<file path="src/rtl/softstart_pkg.sv">
package softstart_pkg;
  typedef enum logic [2:0] {
    PH_HOLD   = 3'd0,
    PH_SETTLE = 3'd1,
    PH_DISCH  = 3'd2,
    PH_RAMP   = 3'd3,
    PH_RUN    = 3'd4
  } phase_e;
endpackage

</file>
<file path="src/rtl/ss_sync.sv">
module ss_sync #(
  parameter int WIDTH  = 2,
  parameter int STAGES = 2
) (
  input  logic             clk_i,
  input  logic             rst_ni,
  input  logic [WIDTH-1:0] d_i,
  output logic [WIDTH-1:0] q_o
);
  logic [WIDTH-1:0] stage_q [STAGES];

  for (genvar s = 0; s < STAGES; s++) begin : g_stage
    always_ff @(posedge clk_i or negedge rst_ni) begin
      if (!rst_ni)     stage_q[s] <= '0;
      else if (s == 0) stage_q[s] <= d_i;
      else             stage_q[s] <= stage_q[(s > 0) ? s - 1 : 0];
    end
  end

  assign q_o = stage_q[STAGES-1];
endmodule

</file>
<file path="src/rtl/ss_phase_ctrl.sv">
module ss_phase_ctrl
  import softstart_pkg::*;
#(
  parameter int SETTLE_CYCLES = 1024,
  parameter int DISCH_CYCLES  = 24
) (
  input  logic   clk_i,
  input  logic   rst_ni,
  input  logic   ok_i,
  input  logic   ramp_zero_i,
  output phase_e phase_o
);
  localparam int CNT_MAX = (SETTLE_CYCLES > DISCH_CYCLES) ? SETTLE_CYCLES : DISCH_CYCLES;
  localparam int CNT_W   = (CNT_MAX > 2) ? $clog2(CNT_MAX) : 1;
  localparam logic [CNT_W-1:0] SETTLE_LAST = CNT_W'(SETTLE_CYCLES - 1);
  localparam logic [CNT_W-1:0] DISCH_LAST  = CNT_W'(DISCH_CYCLES - 1);

  phase_e           state_q, state_d;
  logic [CNT_W-1:0] cnt_q;

  always_comb begin
    state_d = state_q;
    if (!ok_i) begin
      state_d = PH_HOLD;
    end else begin
      unique case (state_q)
        PH_HOLD:   state_d = PH_SETTLE;
        PH_SETTLE: if (cnt_q == SETTLE_LAST) state_d = PH_DISCH;
        PH_DISCH:  if (cnt_q == DISCH_LAST)  state_d = PH_RAMP;
        PH_RAMP:   if (ramp_zero_i)          state_d = PH_RUN;
        PH_RUN:    state_d = PH_RUN;
        default:   state_d = PH_HOLD;
      endcase
    end
  end

  always_ff @(posedge clk_i or negedge rst_ni) begin
    if (!rst_ni) begin
      state_q <= PH_HOLD;
      cnt_q   <= '0;
    end else begin
      state_q <= state_d;
      if (state_d != state_q)                              cnt_q <= '0;
      else if (state_q == PH_SETTLE || state_q == PH_DISCH) cnt_q <= cnt_q + 1'b1;
    end
  end

  assign phase_o = state_q;

  AST_ABORT_TO_HOLD: assert property (@(posedge clk_i) disable iff (!rst_ni)
    !ok_i |=> state_q == PH_HOLD);
  AST_HOLD_EXIT: assert property (@(posedge clk_i) disable iff (!rst_ni)
    state_q == PH_HOLD |=> (state_q == PH_HOLD || state_q == PH_SETTLE));
  AST_DISCH_WINDOW: assert property (@(posedge clk_i) disable iff (!rst_ni)
    state_q == PH_DISCH |-> cnt_q <= DISCH_LAST);
  AST_SETTLE_WINDOW: assert property (@(posedge clk_i) disable iff (!rst_ni)
    state_q == PH_SETTLE |-> cnt_q <= SETTLE_LAST);
  AST_RUN_STICKY: assert property (@(posedge clk_i) disable iff (!rst_ni)
    (state_q == PH_RUN && ok_i) |=> state_q == PH_RUN);
endmodule

</file>
<file path="src/rtl/ss_offset_ramp.sv">
module ss_offset_ramp #(
  parameter int OFS_W = 11
) (
  input  logic             clk_i,
  input  logic             rst_ni,
  input  logic             load_i,
  input  logic             dec_i,
  output logic [OFS_W-1:0] offset_o,
  output logic             zero_o
);
  localparam logic [OFS_W-1:0] FULL = '1;

  logic [OFS_W-1:0] ofs_q;

  always_ff @(posedge clk_i or negedge rst_ni) begin
    if (!rst_ni)                    ofs_q <= FULL;
    else if (load_i)                ofs_q <= FULL;
    else if (dec_i && ofs_q != '0)  ofs_q <= ofs_q - 1'b1;
  end

  assign offset_o = ofs_q;
  assign zero_o   = (ofs_q == '0);

  AST_NO_WRAP: assert property (@(posedge clk_i) disable iff (!rst_ni)
    (!load_i && zero_o) |=> zero_o);
  AST_NO_RISE: assert property (@(posedge clk_i) disable iff (!rst_ni)
    !load_i |=> ofs_q <= $past(ofs_q));
endmodule

</file>
<file path="src/rtl/softstart_seq.sv">
module softstart_seq
  import softstart_pkg::*;
#(
  parameter int SETTLE_CYCLES = 1024,
  parameter int DISCH_CYCLES  = 24,
  parameter int OFS_W         = 11
) (
  input  logic             clk_i,
  input  logic             rst_ni,
  input  logic             pgood_i,
  input  logic             enable_i,
  output logic [2:0]       phase_o,
  output logic             inhibit_o,
  output logic             discharge_o,
  output logic             switch_en_o,
  output logic [OFS_W-1:0] offset_o,
  output logic             done_o
);
  localparam logic [OFS_W-1:0] FULL = '1;

  logic [1:0] flags_s;
  logic       ok;
  logic       ramp_zero;
  phase_e     phase;

  ss_sync #(.WIDTH(2), .STAGES(2)) u_sync (
    .clk_i (clk_i),
    .rst_ni(rst_ni),
    .d_i   ({pgood_i, enable_i}),
    .q_o   (flags_s)
  );

  assign ok = &flags_s;

  ss_phase_ctrl #(
    .SETTLE_CYCLES(SETTLE_CYCLES),
    .DISCH_CYCLES (DISCH_CYCLES)
  ) u_ctrl (
    .clk_i      (clk_i),
    .rst_ni     (rst_ni),
    .ok_i       (ok),
    .ramp_zero_i(ramp_zero),
    .phase_o    (phase)
  );

  // reload on abort in the same edge the phase drops to hold
  ss_offset_ramp #(.OFS_W(OFS_W)) u_ramp (
    .clk_i   (clk_i),
    .rst_ni  (rst_ni),
    .load_i  (!ok || phase == PH_HOLD || phase == PH_SETTLE || phase == PH_DISCH),
    .dec_i   (phase == PH_RAMP),
    .offset_o(offset_o),
    .zero_o  (ramp_zero)
  );

  assign phase_o     = phase;
  assign inhibit_o   = (phase == PH_HOLD);
  assign discharge_o = (phase == PH_DISCH);
  assign switch_en_o = (phase == PH_RAMP) || (phase == PH_RUN);
  assign done_o      = (phase == PH_RUN);

  AST_HOLD_BLOCKS_SWITCH: assert property (@(posedge clk_i) disable iff (!rst_ni)
    inhibit_o |-> (!switch_en_o && offset_o == FULL));
  AST_RAMP_ENTRY_FULL: assert property (@(posedge clk_i) disable iff (!rst_ni)
    $rose(phase == PH_RAMP) |-> offset_o == FULL);
  AST_DONE_AT_ZERO: assert property (@(posedge clk_i) disable iff (!rst_ni)
    done_o |-> offset_o == '0);
  AST_EXCLUSIVE_OUT: assert property (@(posedge clk_i) disable iff (!rst_ni)
    $onehot0({inhibit_o, discharge_o, switch_en_o}));
endmodule

</file>
<file path="config.mk">
export PLATFORM = sky130hd
export DESIGN_NAME = softstart_seq
export DESIGN_NICKNAME = d
export VERILOG_FILES = /design/src/rtl/softstart_pkg.sv /design/src/rtl/ss_sync.sv /design/src/rtl/ss_phase_ctrl.sv /design/src/rtl/ss_offset_ramp.sv /design/src/rtl/softstart_seq.sv
export SDC_FILE = /design/constraint.sdc
export NUM_CORES = 1
export LEC_CHECK = 0
export ABC_AREA = 0
export ABC_CLOCK_PERIOD_IN_PS = 2200
export BUFFER_PORTS_ARGS = -buffer_cell sky130_fd_sc_hd__buf_2
export CAP_MARGIN = 20
export CORE_ASPECT_RATIO = 0.75
export CORE_MARGIN = 4
export CORE_UTILIZATION = 57
export DETAILED_ROUTE_END_ITERATION = 6
export PLACE_DENSITY = 0.86
export SETUP_SLACK_MARGIN = 0.05
export SLEW_MARGIN = 5
export SYNTH_ARGS = -nofsm -noshare
export SYNTH_HDL_FRONTEND = slang
export SYNTH_SLANG_ARGS = --single-unit
</file>
<file path="constraint.sdc">
create_clock -name clk_i -period 2.2 [get_ports clk_i]
set_input_delay 0.44 -clock clk_i [delete_from_list [all_inputs] [get_ports clk_i]]
set_output_delay 0.44 -clock clk_i [all_outputs]
set_load 0.1 [all_outputs]
</file>
-- After elaboration in Yosys (flattened, before gate mapping)
Index checks and enable logic that the tools add are counted.
W data, S select, Z words.
- divide/modulo/power cells: 0
- order comparisons: 0
- bitwise gates (word level): 0
- shift-type cells: 0
- reductions and logical operators: 13
- $add $sub $neg: 2
- equality and inequality tests: 7
- multipliers: 0
- muxes and demuxes: 9
- operators by type and width (kind ; count):
    $mux W11 ; 2
    $mux W10 ; 2
    $pmux W3 S5 ; 1
    $mux W3 ; 4
    $logic_not A11 Y1 ; 1
    $reduce_bool A11 Y1 ; 1
    $sub A11 B1 Y11 const B ; 1
    $add A10 B1 Y10 const B ; 1
    $eq A10 B10 Y1 const B ; 1
    $eq A10 B5 Y1 const B ; 1
    $eq A3 B2 Y1 const B ; 2
    $logic_or A1 B1 Y1 ; 5
    $reduce_bool A2 Y1 ; 2
    $eq A3 B1 Y1 const B ; 1
    $eq A3 B3 Y1 const B ; 1
    $logic_not A3 Y1 ; 1
    $ne A3 B3 Y1 ; 1
    $reduce_and A2 Y1 ; 1
    $logic_and A1 B1 Y1 ; 1
    $logic_not A1 Y1 ; 1
- bits in latches: 0
- RAM bits: 0
- output and inout port bits: 18
- ROM bits: 0
- logic and storage cells: 36
- flip-flop bits (word level): 28
- memories kept: 0
- bits of input ports: 4

-- Logic depth before layout (Yosys ltp)
- depth after elaboration: 6
- gate-level depth with buffers: 7
- mapped depth without buffers: 6

-- Hierarchy
A second synthesis with hierarchy kept.
- cell total of the unflattened synthesis: 152
- area, all modules: 1602.8 µm²
- by module, submodules not included (module ; seq. area each (µm²) ; area each (µm²) ; times used ; cells each):
    ss_phase_ctrl ; 325.3 ; 795.8 ; 1 ; 81
    ss_offset_ramp ; 289.0 ; 633.1 ; 1 ; 57
    ss_sync ; 100.1 ; 115.1 ; 1 ; 6
    softstart_seq ; 0.0 ; 58.8 ; 1 ; 8

-- Least setup slack after synthesis
No wires, ideal clock.
- path kind: flip-flop to output port
- start: reg u_ctrl.state_q[1] (netlist: u_ctrl.phase_o[1])
- end: out discharge_o
- arrival time: 3.296 ns
- required time: 1.760 ns
- stages on the path, launching flop included: 4
- setup slack: -1.536 ns
- path through: dfrtp_1 > buf_6 > inv_1 > nor3_1
- cells in the longest elaborated chain, start to end: 1
- RTL lines (what ; RTL line ; text):
    start, declared ; ss_phase_ctrl.sv:18 ; phase_e state_q, state_d;
    start signal, assigned ; ss_phase_ctrl.sv:42 ; state_q <= state_d;
    $eq A3 B2 Y1 ; softstart_seq.sv:58 ; assign discharge_o = (phase == PH_DISCH);
    end, declared ; softstart_seq.sv:14 ; output logic discharge_o,
No other way between the ends.

-- Worst setup path after layout
- start: reg u_ramp.ofs_q[0] (netlist: u_ramp.offset_o[0])
- end: reg u_ctrl.cnt_q[8]
- cells in the longest elaborated chain, start to end: 6
- RTL lines (what ; RTL line ; text):
    start, declared ; ss_offset_ramp.sv:13 ; logic [OFS_W-1:0] ofs_q;
    start signal, assigned ; ss_offset_ramp.sv:18 ; else if (dec_i && ofs_q != '0) ofs_q <= ofs_q - 1'b1;
    $logic_not A11 Y1 (*) ; ss_offset_ramp.sv:22 ; assign zero_o = (ofs_q == '0);
    $mux W3 (*) ; ss_phase_ctrl.sv:30 ; PH_RAMP: if (ramp_zero_i) state_d = PH_RUN;
    $pmux W3 S5 (*) ; ss_phase_ctrl.sv:26 ; unique case (state_q)
    $mux W3 (*) ; ss_phase_ctrl.sv:23 ; if (!ok_i) begin
    $ne A3 B3 Y1 (*) ; ss_phase_ctrl.sv:43 ; if (state_d != state_q) cnt_q <= '0;
    $mux W10 or $reduce_bool A2 Y1 (tied branches) ; - ;
    end signal, assigned ; ss_phase_ctrl.sv:44 ; else if (state_q == PH_SETTLE || state_q == PH_DISCH) cnt_q <= cnt_q + 1'b1;
    end, declared ; ss_phase_ctrl.sv:19 ; logic [CNT_W-1:0] cnt_q;
Every way passes the cells marked *; elsewhere a longest branch is shown, timed or not.
A chain may end at the register's enable or synchronous reset.

==> flow_summary.toml <==
[worst_setup_path]
cp-end-kind = "flip-flop"
critPathRequiredTime_ns = 2.37
crit_chain = "inv_1 -> ha_1 -> or2b_2 -> nor4_4 -> o32a_2 -> a211oi_1"
critPathLaunchType = "flip-flop"
cp_data_arrival_time_ns = 2.24
cpPeakStageDelay_ns = 0.66
critical-path-top-delay-family = "compound AO/OA/AOI/OAI gates"
path_buf_inv = 1
cp_slowest_cell = "dfstp_4"
cp_max_fo = 11
critical_path_class = "flip-flop to flip-flop"

[synthesis]
syn_area_per_cell_um2 = 9.97
synth-edff-count = 0
synthDistinctLibCells = 47
yosys_warnings = 0
ys_ff_latch = 28
ys_async_sr_fraction = 1.00
netlist_area_um2 = 1660
synth-seq-area-share = 0.432
synth_ff_type = "dfrtp_1"
syn_nets = 173
synthCells = 166

[hold_path]
hp-class = "input port to async pin"

[timing]
setup_viol = 0
hold_slack_ns = 0.162
fin_crit_sh = 0.939
rsz0062_at_grt = "false"
max_slew_margin = 0.595
worst_pin_slew_ns = 0.607
fin_skew_ns = 0.00686
min_period_ns = 2.07
fin_tns_setup_ns = 0
timing.fmax_mhz = 484
finalHoldViolations = 0
slew_viol_final = 0

[floorplanning]
chipWidth_um = 70.2
die_h_um = 54.7
design.core.area_um2 = 2680
dieArea_um2 = 3840
std_cell_rows = 16
initial_core_util = 0.617
ios = 22

[power_and_ir_drop]
power-per-cell-area_nw_per_um2 = 546
ir_worst_vdd_uv = 464
cellLeakagePower_nw = 0.683
power_mw = 1.04

[clock_network]
clk_latency_ns = 0.28
h-tree-depth = 1
cts_tree = "done"
cts_buffer_depth = 2
cts_sinks = 28
cts_made_buffers = 3
clk_pin_slew_ns = 0.10
clockRootBuffer = "clkbuf_8"

[global_routing]
grt_pass1_wl_um = 6220
grt_usage = 0.208
antenna_found_initial = 0
overflow = 0
grt_pass1_vias = 1257
grt_max_degree = 29

[final_layout]
area_growth_pct = 14.7
mostFrequentLayoutCell = "buf_2"
nets = 196
fin_cells = 224
final_area_um2 = 1900
num_antenna_cells = 0
final_cell_mix = "buf_2, dfrtp_1, o21ai_0, nand3_1, a211oi_1"
drive_gt1_frac = 0.303

[placement]
dp.cells = 220
place_area_um2 = 1820
port-buffer-count = 21
gp_congestion = 0.848
dp.final_hpwl_um = 2620

[detailed_routing]
avgRoutedWirePerCell_um = 16.4
drt_iter0_drc = 121
firstDrtPassIters = 4
drc = 0
vias = 1402
vias_per_cell = 6.26
detail-route-antenna-nets = 0
wirelength_um = 3680

[run]
drv_cap = 0

[status]
status = "finished, final reports clean"
==> registers in the layout, summed over array words and instances, names as in the netlist <==
name             flops
u_ctrl.phase_o       3
u_ramp.offset_o     11
u_sync.q_o           2
u_sync.stage_q       2
u_ctrl.cnt_q        10
==> stage by stage <==
stage	util	worst slack (ns)
6_report	0.708	0.135
5_1_grt	0.708	0.0589
4_1_cts	0.706	0.121
3_5_place_dp	0.679	0.153
3_3_place_gp	0.679	0.241
2_1_floorplan	-	-0.0351
==> report_power, final <==
group / switching [mW] / leakage [nW] / internal [mW] / total (mW)
combinational: 0.0602 / 0.310 / 0.0263 / 0.0865
clock: 0.163 / 0.0357 / 0.244 / 0.406
sequential: 0.0160 / 0.337 / 0.527 / 0.543
total: 0.239 / 0.683 / 0.797 / 1.04
==> worst register-to-register path, stage by stage, from the launching register on <==
cell and delay (ns):
dfstp_4 0.66, inv_1 0.08, ha_1 0.22, or2b_2 0.23
nor4_4 0.06, o32a_2 0.43, a211oi_1 0.28
==> kinds of logic after synthesis <==
family	synth area share
AOI/OAI and AO/OA	0.171
xor gates and xnor gates	0.0643
buffers and inverters	0.0438
adders and majority gates	0.0227
and+or+nand+nor	0.267
DFF	0.432
==> worst paths after layout <==
check                                    from           endpoint  slack (ns)  cells after the start
max                        u_ramp.offset_o[0]    u_ctrl.cnt_q[8]        0.13                      6
min in group clk_i                    pgood_i  u_sync.stage_q[3]        0.26                      1
max reg2reg                u_ramp.offset_o[0]    u_ctrl.cnt_q[8]        0.13                      6
min                                    rst_ni    u_ctrl.cnt_q[1]        0.16                      1
max in group asynchronous              rst_ni  u_ctrl.phase_o[1]        1.61                      1
min reg2reg                 u_sync.stage_q[3]      u_sync.q_o[1]        0.36                      0
==> area by class of cell <==
| cell class | count | area (um^2) |
|---|---|---|
| Fill cell | 198 | 785 |
| Clock inverter | 1 | 30.0 |
| Clock buffer | 3 | 41.3 |
| Inverter | 7 | 30.0 |
| Multi-Input combinational cell | 125 | 893 |
| Sequential cell | 28 | 726 |
| Timing Repair Buffer | 24 | 133 |
| Tap cell | 36 | 45.0 |
==> cell usage after synthesis (all sizes together), types with 4 or more instances <==
library cell,count,area (um^2)
xnor2,10,106
inv,7,26.3
a211oi,10,75.1
nand3,11,55.1
nand3b,4,30.0
buf,4,38.8
nand4,4,25.0
o21ai,12,60.1
or3,7,55.1
nor4,6,52.6
dfrtp,17,425
nor3,11,60.1
dfstp,11,289
nor2,9,33.8
nand2,10,37.5
a21oi,4,20.0
==> repair_timing <==
item,in CTS,in global routing
hold buffers,0,0
resized for setup,0,2
setup buffers,0,0
endpoints found under the setup margin,0,5
==> per-layer routing <==
layer,GRT usage,vias to the layer above,part of all wire
met3,0.0459,2,0.053
met4,0.0382,0,0.0035
met1,0.294,688,0.49
li1,-,676,-
met5,0,-,0
met2,0.335,36,0.45
No activity file was read; power rests on OpenSTA's default activity.
